===== src/rtl/fpcmp_pkg.sv =====
package fpcmp_pkg;

  // Condition codes written to the top nibble of the status word
  typedef enum logic [3:0] {
    CC_LT = 4'b1000,
    CC_EQ = 4'b0110,
    CC_GT = 4'b0010,
    CC_UN = 4'b0011
  } cc_e;

  // Per-operand class summary
  typedef struct packed {
    logic sign;
    logic zero;
    logic nan;
    logic snan;
  } fcls_t;

endpackage


===== src/rtl/fpcmp_classify.sv =====
module fpcmp_classify
  import fpcmp_pkg::*;
#(
  parameter int EXP_W = 8,
  parameter int MAN_W = 23,
  parameter int MAG_W = 63
) (
  input  logic [EXP_W+MAN_W:0] val_i,
  output fcls_t                cls_o,
  output logic [MAG_W-1:0]     mag_o
);
  localparam int BODY_W = EXP_W + MAN_W;

  logic [EXP_W-1:0] exp_f;
  logic [MAN_W-1:0] man_f;
  logic             exp_max;
  logic             man_nz;

  assign exp_f   = val_i[BODY_W-1 -: EXP_W];
  assign man_f   = val_i[MAN_W-1:0];
  assign exp_max = &exp_f;
  assign man_nz  = |man_f;

  always_comb begin
    cls_o.sign = val_i[BODY_W];
    cls_o.zero = ~(|val_i[BODY_W-1:0]);
    cls_o.nan  = exp_max & man_nz;
    // quiet bit is the top fraction bit; clear means signalling
    cls_o.snan = exp_max & man_nz & ~man_f[MAN_W-1];
  end

  // zero-extended magnitude so both widths share one comparator
  assign mag_o = {{(MAG_W-BODY_W){1'b0}}, val_i[BODY_W-1:0]};

endmodule


===== src/rtl/fpcmp_order.sv =====
module fpcmp_order
  import fpcmp_pkg::*;
#(
  parameter int MAG_W = 63
) (
  input  fcls_t            a_cls_i,
  input  fcls_t            b_cls_i,
  input  logic [MAG_W-1:0] a_mag_i,
  input  logic [MAG_W-1:0] b_mag_i,
  input  logic             sig_cmp_i,
  output cc_e              cc_o,
  output logic             inv_o
);
  logic mag_eq;
  logic mag_lt;

  assign mag_eq = (a_mag_i == b_mag_i);
  assign mag_lt = (a_mag_i <  b_mag_i);

  always_comb begin
    if (a_cls_i.nan || b_cls_i.nan) begin
      cc_o = CC_UN;
    end else if (a_cls_i.zero && b_cls_i.zero) begin
      cc_o = CC_EQ;
    end else if (a_cls_i.sign != b_cls_i.sign) begin
      cc_o = a_cls_i.sign ? CC_LT : CC_GT;
    end else if (mag_eq) begin
      cc_o = CC_EQ;
    end else if (!a_cls_i.sign) begin
      cc_o = mag_lt ? CC_LT : CC_GT;
    end else begin
      cc_o = mag_lt ? CC_GT : CC_LT;
    end
  end

  always_comb begin
    if (sig_cmp_i) inv_o = a_cls_i.nan  | b_cls_i.nan;
    else           inv_o = a_cls_i.snan | b_cls_i.snan;
  end

endmodule


===== src/rtl/fpcmp_flags.sv =====
module fpcmp_flags
  import fpcmp_pkg::*;
#(
  parameter int SGL_EXP = 8,
  parameter int SGL_MAN = 23,
  parameter int DBL_EXP = 11,
  parameter int DBL_MAN = 52,
  parameter int WORD_W  = 32,
  parameter int CC_W    = 4
) (
  input  logic                   clk,
  input  logic                   rst,
  input  logic                   cmp_vld_i,
  input  logic                   dbl_i,
  input  logic                   sig_cmp_i,
  input  logic [63:0]            opa_i,
  input  logic [63:0]            opb_i,
  input  logic [WORD_W-CC_W-1:0] stat_low_i,
  output logic [CC_W-1:0]        nzcv_o,
  output logic [WORD_W-1:0]      stat_o,
  output logic                   upd_o,
  output logic                   inv_o
);
  localparam int OP_W  = 1 + DBL_EXP + DBL_MAN;
  localparam int SGL_W = 1 + SGL_EXP + SGL_MAN;
  localparam int MAG_W = OP_W - 1;
  localparam int N_FMT = 2;

  fcls_t            cls_a [N_FMT];
  fcls_t            cls_b [N_FMT];
  logic [MAG_W-1:0] mag_a [N_FMT];
  logic [MAG_W-1:0] mag_b [N_FMT];

  // index 0: single precision, index 1: double precision
  for (genvar g = 0; g < N_FMT; g++) begin : g_fmt
    localparam int E_W = (g == 0) ? SGL_EXP : DBL_EXP;
    localparam int M_W = (g == 0) ? SGL_MAN : DBL_MAN;
    localparam int T_W = (g == 0) ? SGL_W   : OP_W;

    fpcmp_classify #(.EXP_W(E_W), .MAN_W(M_W), .MAG_W(MAG_W)) u_cls_a (
      .val_i (opa_i[T_W-1:0]),
      .cls_o (cls_a[g]),
      .mag_o (mag_a[g])
    );

    fpcmp_classify #(.EXP_W(E_W), .MAN_W(M_W), .MAG_W(MAG_W)) u_cls_b (
      .val_i (opb_i[T_W-1:0]),
      .cls_o (cls_b[g]),
      .mag_o (mag_b[g])
    );
  end

  fcls_t            sel_cls_a, sel_cls_b;
  logic [MAG_W-1:0] sel_mag_a, sel_mag_b;

  always_comb begin
    sel_cls_a = dbl_i ? cls_a[1] : cls_a[0];
    sel_cls_b = dbl_i ? cls_b[1] : cls_b[0];
    sel_mag_a = dbl_i ? mag_a[1] : mag_a[0];
    sel_mag_b = dbl_i ? mag_b[1] : mag_b[0];
  end

  cc_e  cc_nxt;
  logic inv_nxt;

  fpcmp_order #(.MAG_W(MAG_W)) u_order (
    .a_cls_i   (sel_cls_a),
    .b_cls_i   (sel_cls_b),
    .a_mag_i   (sel_mag_a),
    .b_mag_i   (sel_mag_b),
    .sig_cmp_i (sig_cmp_i),
    .cc_o      (cc_nxt),
    .inv_o     (inv_nxt)
  );

  always_ff @(posedge clk) begin
    if (rst) begin
      nzcv_o <= '0;
      stat_o <= '0;
      upd_o  <= 1'b0;
      inv_o  <= 1'b0;
    end else begin
      upd_o <= cmp_vld_i;
      inv_o <= cmp_vld_i & inv_nxt;
      if (cmp_vld_i) begin
        nzcv_o <= cc_nxt;
        stat_o <= {cc_nxt, stat_low_i};
      end
    end
  end

endmodule


===== config.mk =====
export PLATFORM = sky130hd
export DESIGN_NAME = fpcmp_flags
export DESIGN_NICKNAME = d
export VERILOG_FILES = /design/src/rtl/fpcmp_pkg.sv /design/src/rtl/fpcmp_classify.sv /design/src/rtl/fpcmp_order.sv /design/src/rtl/fpcmp_flags.sv
export SDC_FILE = /design/constraint.sdc
export NUM_CORES = 1
export LEC_CHECK = 0
export CAP_MARGIN = 20
export CORE_ASPECT_RATIO = 2
export CORE_UTILIZATION = 40
export CTS_BUF_LIST = sky130_fd_sc_hd__clkbuf_2
export DETAILED_ROUTE_END_ITERATION = 10
export DONT_BUFFER_PORTS = 1
export GPL_ROUTABILITY_DRIVEN = 1
export MAX_ROUTING_LAYER = met4
export PLACE_DENSITY = 0.58
export SKIP_LAST_GASP = 1
export SYNTH_ARGS = -nofsm -noshare
export SYNTH_HDL_FRONTEND = slang
export SYNTH_SLANG_ARGS = --single-unit

===== constraint.sdc =====
create_clock -name clk -period 3.1 [get_ports clk]
set_input_delay 0.62 -clock clk [delete_from_list [all_inputs] [get_ports clk]]
set_output_delay 0.62 -clock clk [all_outputs]
set_load 0.03 [all_outputs]

### After elaboration in Yosys (flattened, before gate mapping)

Index checks and enable logic that the tools add are counted.

* flip-flop bits (word level): 38
* input port bits: 161
* output and inout bits: 38
* logic and storage cells: 53

* magnitude comparators: 1
* eq/ne operators: 2
* muxes and demuxes: 13
* bitwise gates (word level): 19
* reduce and logical (&&, ||, !) cells: 14

Operators with widths (count)
* $mux 63: 2
* $reduce_or 63->1: 2
* $reduce_or 52->1: 2
* $eq 63x63->1: 1
* $lt 63x63->1: 1
* $reduce_or 31->1: 2
* $reduce_or 23->1: 2
* $mux 4: 10
* $reduce_and 11->1: 2
* $reduce_and 8->1: 2
* $and 1x1->1: 9
* $not 1->1: 8
* $or 1x1->1: 2
* $logic_and 1x1->1: 1
* $logic_or 1x1->1: 1
* $mux 1: 1
* $ne 1x1->1: 1

### Logic depth before layout (Yosys ltp)

Gate-level depths: netlist of the first run.

* word-level depth: 9
* depth in mapped cells: 12
* gate-level depth less buffers: 9

### Modules after synthesis

Synthesis of the first run repeated with hierarchy kept, for this count alone.

* cells, all modules: 845
* area, all modules: 7329.5 µm²

By module, submodules not included
* fpcmp_flags: times used 1, cells an instance 261, area an instance 3065.4 µm², seq. area each 680.7 µm²
* fpcmp_order: times used 1, cells an instance 236, area an instance 1726.7 µm², seq. area each 0.0 µm²
* fpcmp_classify (g_fmt[1].u_cls_a ...): times used 2, cells an instance 93, area an instance 670.6 µm², seq. area each 0.0 µm²
* fpcmp_classify (g_fmt[0].u_cls_a ...): times used 2, cells an instance 81, area an instance 598.1 µm², seq. area each 0.0 µm²

### Worst setup path before layout of the first run

Ideal clock, no wire load.

* path kind: in2reg
* from: in dbl_i
* to: reg nzcv_o[3]
* library setup time: 0.115 ns
* arrival: 2.812 ns
* data required time: 2.985 ns
* setup slack: 0.172 ns
* cell stages on the path: 12
* path buffers: 3
* path through: buf_4 -> buf_4 -> clkbuf_1 -> nand2_1 -> ha_1 -> nand4_1 -> nor4_2 -> nand4_1 -> a21oi_1 -> nor4_2 -> mux2i_1 -> a31o_1

* longest elaborated chain between the ends: 8
* elaborated cells on any way between the ends: 17
* those cells by class: 1 x order compare; 2 x eq/ne; 12 x mux; 2 x reduce/logical

RTL lines
* from (decl): line fpcmp_flags.sv:14 `input logic dbl_i,`
* $mux 63 (on tied branches): line fpcmp_flags.sv:59, fpcmp_flags.sv:60
* $lt 63x63->1: line fpcmp_order.sv:18 `assign mag_lt = (a_mag_i < b_mag_i);`
* $mux 4 (on tied branches): line fpcmp_order.sv:30, fpcmp_order.sv:32
* $mux 4: line fpcmp_order.sv:29 `end else if (!a_cls_i.sign) begin`
* $mux 4: line fpcmp_order.sv:27 `end else if (mag_eq) begin`
* $mux 4: line fpcmp_order.sv:25 `end else if (a_cls_i.sign != b_cls_i.sign) begin`
* $mux 4: line fpcmp_order.sv:23 `end else if (a_cls_i.zero && b_cls_i.zero) begin`
* $mux 4 *: line fpcmp_order.sv:21 `if (a_cls_i.nan || b_cls_i.nan) begin`
* to (signal assigned): line fpcmp_flags.sv:86 `nzcv_o <= cc_nxt;`
* to (decl): line fpcmp_flags.sv:19 `output logic [CC_W-1:0] nzcv_o,`

Every way passes the cells marked *; elsewhere a longest branch is shown, timed or not.
A chain may end at the register's enable or synchronous reset.

### Final worst setup path of the first run

* from: in dbl_i
* to: reg nzcv_o[1]

The elaborated chain is that of the path after synthesis.

==> qor.yml, run 1 <==
clock_network:
  clock_sinks: 34
  cts_buffers: 5
  cts_tree: "built"
  hold_buffers: 0
  path_clk_slew_ps: 160
  cts_resized: 0
  postCtsSetupBuffers: 0
  cts_buffer_depth: 2
  clk_latency_ps: 350
  clock-root-buffer: "clkbuf_2"
  htreeDepth: 2
floorplanning:
  die_h_um: 136
  rows: 48
  dieWidth_um: 69.2
  ios: 199
  dieArea_sq_um: 9440
  coreArea_sq_um: 8710
  start_util: 0.415
timing:
  setup-violations-final: 0
  fin_crit_sh: 0.819
  max_slew_margin: 0.561
  worst_slew_pin_slew_ps: 658
  setup_tns_ps: 0
  final-hold-violation-count: 0
  post-route-min-period_ps: 2540
  fmax_ghz: 0.394
  slew_violations: 0
  grt_setup_unrepaired: "no"
  skew_ps: 0
route:
  ant_nets: 0
  vias: 3442
  wirelength_mm: 10.8
  drtIter0Drc: 99
  drtPass1Iterations: 4
  drt-vias-per-instance: 6.24
  routedWlPerCell_um: 19.5
  drc: 0
min_path:
  min_path_type: "in -> reg"
grt:
  grt_usage: 0.231
  grt_pass1_wl_mm: 16.7
  grt_max_degree: 73
  grt_pass1_vias: 3601
  antenna_found_initial: 1
  grt_overflow_total: 0
critical_path:
  slowest_stage: "nor4_2"
  critPathBufInv: 0
  cp-start-kind: "primary input"
  critPathKind: "in -> reg"
  arrival_ps: 2820
  worstPathRequired_ps: 3380
  critPathMaxStageDelay_ps: 510
  critPathTopFamily: "simple AND/OR/NAND/NOR gates"
  endpoint_kind: "flop"
  crit_chain: "and2_1 -> ha_1 -> nand4_1 -> nor4_2 -> nand4_1 -> a21oi_1 -> nor4_2 -> mux2i_1 -> a211oi_1"
  worstPathMaxFanout: 72
yosys:
  synth_nets: 687
  synth_edf_count: 0
  synthArstFlopShare: 0
  synthDistinctLibCells: 48
  synthCells: 463
  ys_seq_area_frac: 0.188
  synth.avg_cell_area_sq_um: 7.80
  ys.flop_type: "dfxtp_1"
  ys_ff_latch: 34
  ys_warn_count: 0
  syn_area_sq_um: 3610
place:
  dpl_cell_area_sq_um: 3640
  dp_hpwl_mm: 9.39
  portBuffers: 0
  gp_congestion: 0.893
finish:
  design_area_sq_um: 3680
  layout-drive-gt1-share: 0.0554
  fin_nets: 675
  area_growth_pct: 1.87
  final_common_cell: "ha_1"
  fillers: 912
  layout_common_cells: "ha_1 (63), nand2_1 (57), inv_1 (36), nor2_1 (35), dfxtp_1 (34)"
power_and_ir_drop:
  pwr_density_cell_nw_per_um2: 277
  peakVddDrop_uv: 307
  leakagePower_uw: 0.00164
flow_run:
  cap_violations: 0
outcome:
  outcome: "completed"
-- stage by stage --
| stage | util | power, uW | instances | hold WS, ps | setup slack (ps) |
|---|---|---|---|---|---|
| after floorplan | - | 803 | 463 | 614 | 172 |
| after global placement | 0.418 | 827 | 544 | 641 | 168 |
| after detailed placement | 0.418 | 836 | 544 | 654 | 117 |
| after CTS | 0.422 | 1040 | 551 | 254 | 520 |
| after global routing | 0.423 | 1100 | 552 | 249 | 392 |
| final | 0.423 | 1020 | 552 | 307 | 560 |
-- sequential cells by signal, summed over array words and instances, names as in the netlist --
| register | cells |
|---|---|
| stat_o | 28 |
| upd_o | 1 |
| inv_o | 1 |
| nzcv_o | 4 |
-- Yosys cell counts (3+ instances only) --
cell type,count,area share
nand3_1,10,0.014
and4_1,4,0.0097
and2_1,31,0.054
a211oi_1,3,0.0062
nor3_2,3,0.0083
nor3_1,11,0.015
a221oi_1,7,0.017
nor4_1,26,0.045
nor2_1,35,0.036
inv_1,36,0.037
mux2i_1,31,0.086
ha_1,63,0.22
nand4_1,25,0.043
a21oi_1,26,0.036
buf_4,7,0.015
nand2_1,57,0.059
o21ai_0,8,0.011
clkbuf_1,9,0.0093
buf_1,3,0.0031
dfxtp_1,34,0.19
-- cell families (layout without fill, tap and decap cells) --
group           count (synthesis)  count (layout)  share of synthesized area
simple gates                  218             218                      0.331
fa+ha+maj                      63              63                      0.218
compound gates                 60              60                      0.108
buf+inv                        56              44                     0.0658
flops                          34              34                      0.188
mux                            32              32                     0.0890
other cells                     0               1                          0
-- path summary, 6_finish.rpt --
kind / endpoint / slack, ps / from / cells past startpoint
max: nzcv_o[1] / 560 / dbl_i / 9
min: stat_o[22] / 310 / rst / 1
max reg2reg: nzcv_o[1] / 1950 / nzcv_o[1] / 2
min reg2reg: stat_o[1] / 670 / stat_o[1] / 2
-- power breakdown --
| group | switching (uW) | internal, uW |
|---|---|---|
| logic | 142 | 141 |
| clock network | 136 | 58.9 |
| registers | 78.3 | 463 |
| total | 356 | 663 |
-- area by class of cell --
type                            count  area [sq um]  area share
Timing Repair Buffer                1          7.51     0.00204
Sequential cell                    34           681       0.185
Antenna cell                        1          2.50    0.000680
Inverter                           36           135      0.0367
Clock buffer                        7          35.0     0.00952
Multi-Input combinational cell    373          2700       0.732
Tap cell                          100           125      0.0340
-- routing by layer --
layer	share of wire	track usage	vias up
met5	0	-	-
met4	0.061	0.169	0
met3	0.074	0.0482	41
met2	0.56	0.446	176
met1	0.30	0.187	1567
li1	-	-	1658
(Power assumes the default switching activity.)
==> run 2, diff against run 1 <==
ABC_AREA = 1   (was not set)
PLACE_DENSITY = 0.56   (was 0.58)
clock period = 2.37 ns   (was 3.1 ns; I/O delays follow)
==> qor.yml, run 2 <==
timing:
  setup-violations-final: 0  # unchanged
  grt_setup_unrepaired: "no"
  final-hold-violation-count: 0  # unchanged
  postLayoutSetupSlackWorst_ps: 723  # +163 ps
  fin_crit_sh: 0.695
  skew_ps: 0  # unchanged
  setup_tns_ps: 0  # unchanged
  worst_slew_pin_slew_ps: 713  # +55.0 ps
  slew_violations: 0  # unchanged
  post-route-min-period_ps: 1650
  fmax_ghz: 0.607
  max_slew_margin: 0.524  # -0.0366
place:
  dp_hpwl_mm: 10.6  # +13%
  portBuffers: 0  # unchanged
  gp_congestion: 0.884  # -1.0%
  pre_cts_ws_ps: 348  # +231 ps
clock_network:
  hold_buffers: 0  # unchanged
  clock-root-buffer: "clkbuf_2"
  path_clk_slew_ps: 180  # +20 ps
  clock_sinks: 34  # unchanged
  cts_buffer_depth: 2  # unchanged
  htreeDepth: 2  # unchanged
  clk_latency_ps: 370  # +20 ps
  cts_buffers: 5  # unchanged
  cts_resized: 0  # unchanged
  cts_tree: "built"
  postCtsSetupBuffers: 0  # unchanged
route:
  ant_nets: 0  # unchanged
  drtIter0Drc: 146  # +47%
  vias: 4268  # +24%
  wirelength_mm: 12.0  # +12%
  drc: 0  # unchanged
  drtPass1Iterations: 5  # +1
  drt-vias-per-instance: 5.06  # -19%
  routedWlPerCell_um: 14.3  # -27%
critical_path:
  critPathTopFamily: "simple AND/OR/NAND/NOR gates"
  worstPathRequired_ps: 2700  # -680 ps
  r2r_slack_ps: 1200  # -750 ps
  critPathMaxStageDelay_ps: 290  # -220 ps
  crit_path_end: "nzcv_o[3]"
  cp-start-kind: "primary input"
  endpoint_kind: "flop"
  critPathKind: "in -> reg"
  arrival_ps: 1980  # -840 ps
  slowest_stage: "ha_1"
  critPathBufInv: 2  # +2
  worstPathMaxFanout: 68  # -5.6%
  critPathLaunch: "dbl_i"
  reg2reg_to: "nzcv_o[2]"
  reg2reg_depth: 2  # unchanged
  cp.depth: 16  # +7
  crit_chain: "nand2_1 -> inv_1 -> ha_1 -> nand2_1 -> inv_1 -> nand2_1 -> nand2_1 -> nand2_1 -> nand2_1 -> nand2_1 -> nand2_1 -> a21oi_1 -> nand2_1 -> nand2_1 -> nand3_2 -> a21oi_2"
  path_common_cell: "nand2_1"
  worstReg2RegStart: "nzcv_o[2]"
floorplanning:
  dieArea_sq_um: 10600  # +12%
  rows: 51  # +6.3%
  dieWidth_um: 73.2  # +5.8%
  coreArea_sq_um: 9760  # +12%
  start_util: 0.415  # about the same
  ios: 199  # unchanged
  die_h_um: 144  # +5.8%
yosys:
  synth_top_cells_by_count: "nand2_1 (207), nor2_1 (174), inv_1 (102)"
  yosysTopAreaCell: "ha_1"
  syn_area_sq_um: 4060  # +12%
  ys.flop_type: "dfxtp_1"
  ys_ff_latch: 34  # unchanged
  synth_edf_count: 0  # unchanged
  synthDistinctLibCells: 24  # -50%
  ys_seq_area_frac: 0.168  # -0.0205
  synth_nets: 946  # +38%
  synthMostInstantiatedCell: "nand2_1"
  synthTopCellsByArea: "ha_1 (19%), nand2_1 (19%), dfxtp_1 (17%), nor2_1 (16%), inv_1 (9.4%)"
  synth_top_cell_area_share: 0.194  # -0.0238
  ys_warn_count: 0  # unchanged
  synthCells: 722  # +56%
  synth.avg_cell_area_sq_um: 5.62  # -28%
  synthArstFlopShare: 0  # unchanged
finish:
  top_regs: "stat_o: 28 flops, nzcv_o: 4 flops"
  largest_register_ff_count: 28  # unchanged
  top_register: "stat_o"
  antenna_cells: 0  # -1
  final_common_cell: "nand2_1"
  fin_nets: 934  # +38%
  area_growth_pct: 4.26
  layout_common_cells: "nand2_1 (207), nor2_1 (174), inv_1 (102), ha_1 (63), o21ai_0 (37)"
  layout-drive-gt1-share: 0.0267  # -0.0287
outcome:
  outcome: "completed"
power_and_ir_drop:
  leakagePower_uw: 0.00236  # +44%
  peakVddDrop_uv: 277  # -9.7%
  pwr_density_cell_nw_per_um2: 400  # +44%
min_path:
  min_path_type: "in -> reg"
flow_run:
  cap_violations: 0  # unchanged
grt:
  grt_overflow_total: 0  # unchanged
  grt_pass1_wl_mm: 18.3  # +9.3%
  grt_max_degree: 69  # -5.5%
  grt_usage: 0.231  # about the same
  antenna_found_initial: 0  # -1
  grt_pass1_vias: 4273  # +19%
==> run 2: kinds of logic (layout without fill, tap and decap cells) <==
logic type | Yosys count | count (layout) | synth area share
adder cells (fa/ha/maj) | 63 | 63 | 0.194
buffers and inverters | 123 | 112 | 0.118
flip-flops | 34 | 34 | 0.168
AO/OA/AOI/OAI | 70 | 70 | 0.0910
AND/OR/NAND/NOR | 432 | 432 | 0.428
==> run 2: worst min-delay path by stage <==
stage | startpoint | to | slack (ps) | depth (start not counted)
floorplan | rst | nzcv_o[3] | 540 | 1
global placement | rst | nzcv_o[3] | 540 | 1
detailed placement | rst | nzcv_o[3] | 540 | 1
CTS | rst | nzcv_o[3] | 60 | 1
global route | rst | nzcv_o[3] | 40 | 1
finish | rst | nzcv_o[3] | 120 | 1
==> run 2: metal layers <==
layer	vias up	routed length (um)	global-route usage
met2	161	6920	0.459
li1	2224	-	-
met4	0	450	0.123
met1	1853	3920	0.193
met3	30	758	0.0404
met5	-	0	-
==> run 2: through the flow <==
| step | util | hold WS, ps | std cells | area (sq um) | power [uW] |
|---|---|---|---|---|---|
| after global routing | 0.433 | 42.7 | 843 | 4230 | 1830 |
| after global placement | 0.423 | 538 | 835 | 4130 | 1200 |
| after floorplan | - | 536 | 722 | 4060 | 1120 |
| final | 0.433 | 123 | 843 | 4230 | 1690 |
| after CTS | 0.433 | 63.0 | 843 | 4230 | 1720 |
| after detailed placement | 0.423 | 540 | 835 | 4130 | 1210 |
==> run 2: power breakdown <==
part | total [uW] | switching [uW] | internal, uW
clock | 497 | 210 | 286
combinational | 475 | 287 | 188
sequential | 718 | 107 | 611
==> run 2: final cells by class <==
class	count	area, sq um
sequential	34	681
clock inverter	3	68.8
fill	1112	5540
timing repair buffer	1	7.51
tap	132	165
multi-input combinational	565	2890
clock buffer	5	25.0
inverter	103	387
==> run 3, diff against run 2 <==
clock period = 1.7 ns   (was 2.37 ns; I/O delays follow)
==> qor.yml, run 3 (synthesis results as in run 2) <==
finish:
  fin_util: 0.444  # +0.0110
  largest_register_ff_count: 28  # unchanged
  layout_common_cells: "nand2_1 (207), nor2_1 (173), inv_1 (102), ha_1 (62), o21ai_0 (37)"
  instances_no_fill: 860  # +2.0%
  design_area_sq_um: 4340  # +2.5%
  layout-drive-gt1-share: 0.0549  # +0.0282
  top_regs: "stat_o: 28 flops, nzcv_o: 4 flops"
  fillers: 1152  # +3.6%
  top_register: "stat_o"
  fin_nets: 952  # +1.9%
  area_growth_pct: 6.91
  antenna_cells: 0  # unchanged
  final_common_cell: "nand2_1"
place:
  gp_congestion: 0.926  # +4.7%
  dp_hpwl_mm: 11.3  # +6.1%
  dpl_cell_area_sq_um: 4290  # +3.8%
  dp_cells: 852  # +2.0%
  portBuffers: 0  # unchanged
critical_path:
  endpoint_kind: "flop"
  worstPathMaxFanout: 3  # -96%
  path_common_cell: "nand2_1"
  worstPathRequired_ps: 2010  # -690 ps
  critPathKind: "in -> reg"
  cp-start-kind: "primary input"
  critPathMaxStageDelay_ps: 290  # about the same
  slowest_stage: "ha_1"
  crit_chain: "inv_1 -> ha_1 -> nand2_1 -> a21oi_1 -> nor2_1 -> nand2_1 -> a21oi_1 -> nand2_1 -> nand2_1 -> nand2_1 -> nand2_1 -> nand3_2 -> a21oi_2"
  arrival_ps: 1800  # -180 ps
timing:
  fin_crit_sh: 0.875
  final-hold-violation-count: 0  # unchanged
  setup_tns_ps: 0  # unchanged
  max_slew_margin: 0.772  # +0.248
  fmax_ghz: 0.673
  skew_ps: 0  # unchanged
  worst_slew_pin_slew_ps: 338  # -375 ps
  grt_setup_unrepaired: "no"
  finalHoldWorstSlack_ps: 59.0  # -63.8 ps
  setup-violations-final: 0  # unchanged
  post-route-min-period_ps: 1490
  slew_violations: 0  # unchanged
clock_network:
  hold_buffers: 1  # +1
  cts_buffer_depth: 2  # unchanged
  clock-root-buffer: "clkbuf_2"
  postCtsSetupBuffers: 0  # unchanged
  htreeDepth: 2  # unchanged
  clk_latency_ps: 400  # +30 ps
  path_clk_slew_ps: 190  # about the same
  cts_tree: "built"
  cts_resized: 0  # unchanged
  cts_buffers: 5  # unchanged
  clock_sinks: 34  # unchanged
floorplanning:
  start_util: 0.415  # unchanged
  rows: 51  # unchanged
  dieWidth_um: 73.2  # unchanged
  coreArea_sq_um: 9760  # unchanged
  dieArea_sq_um: 10600  # unchanged
  die_h_um: 144  # unchanged
  ios: 199  # unchanged
route:
  drt-vias-per-instance: 5.15  # +1.7%
  vias: 4428  # +3.7%
  drc: 0  # unchanged
  ant_nets: 0  # unchanged
  routedWlPerCell_um: 14.8  # +3.4%
  drtIter0Drc: 187  # +28%
  drtPass1Iterations: 6  # +1
  wirelength_mm: 12.7  # +5.5%
flow_run:
  cap_violations: 0  # unchanged
grt:
  grt_usage: 0.244  # +0.0130
  grt_max_degree: 69  # unchanged
  grt_overflow_total: 0  # unchanged
  grt_pass1_vias: 4469  # +4.6%
  antenna_found_initial: 0  # unchanged
  grt_pass1_wl_mm: 19.2  # +5.2%
power_and_ir_drop:
  leakagePower_uw: 0.00242  # +2.6%
  pwr_density_cell_nw_per_um2: 477  # +19%
  peakVddDrop_uv: 304  # +9.7%
outcome:
  outcome: "completed"
min_path:
  min_path_type: "in -> reg"
==> run 3: critical path, delay by kind of cell <==
family | cells | cell delay (ps)
simple gates | 8 | 790
compound gates | 3 | 350
fa+ha+maj | 1 | 290
buf+inv | 1 | 30
==> run 3: final cells by class <==
| type | instances | area [sq um] | area share |
|---|---|---|---|
| Timing Repair Buffer | 19 | 145 | 0.0335 |
| Multi-Input combinational cell | 565 | 2920 | 0.674 |
| Sequential cell | 34 | 681 | 0.157 |
| Clock inverter | 2 | 10.0 | 0.00231 |
| Tap cell | 132 | 165 | 0.0381 |
| Clock buffer | 5 | 25.0 | 0.00577 |
| Inverter | 103 | 387 | 0.0892 |
==> run 3: final timing paths <==
kind / slack (ps) / cells past startpoint / endpoint / from
setup / recovery: 210 / 13 / nzcv_o[3] / opb_i[22]
setup reg to reg: 880 / 2 / stat_o[17] / stat_o[17]
hold reg to reg: 490 / 2 / nzcv_o[0] / nzcv_o[0]
hold / removal: 60 / 2 / stat_o[15] / stat_low_i[15]
==> run 3: metrics by stage <==
step / total power (uW) / worst slack (ps)
finish: 2070 / 213
global placement: 1720 / -162
floorplan: 1590 / -175
global route: 2250 / 91.3
detailed placement: 1730 / -165
CTS: 2100 / 244
==> run 3: where the power goes <==
group          switching [uW]  internal, uW  leakage [uW]  total, uW
combinational             441           293       0.00211        733
sequential                128           851      0.000282        979
clock                     267          89.0     0.0000286        356
==> run 3: metal layers <==
metal	up-vias	global-route usage	share of wire
li1	2264	-	-
met1	1948	0.198	0.31
met2	182	0.490	0.57
met3	34	0.0474	0.073
met4	0	0.127	0.042
met5	-	-	0
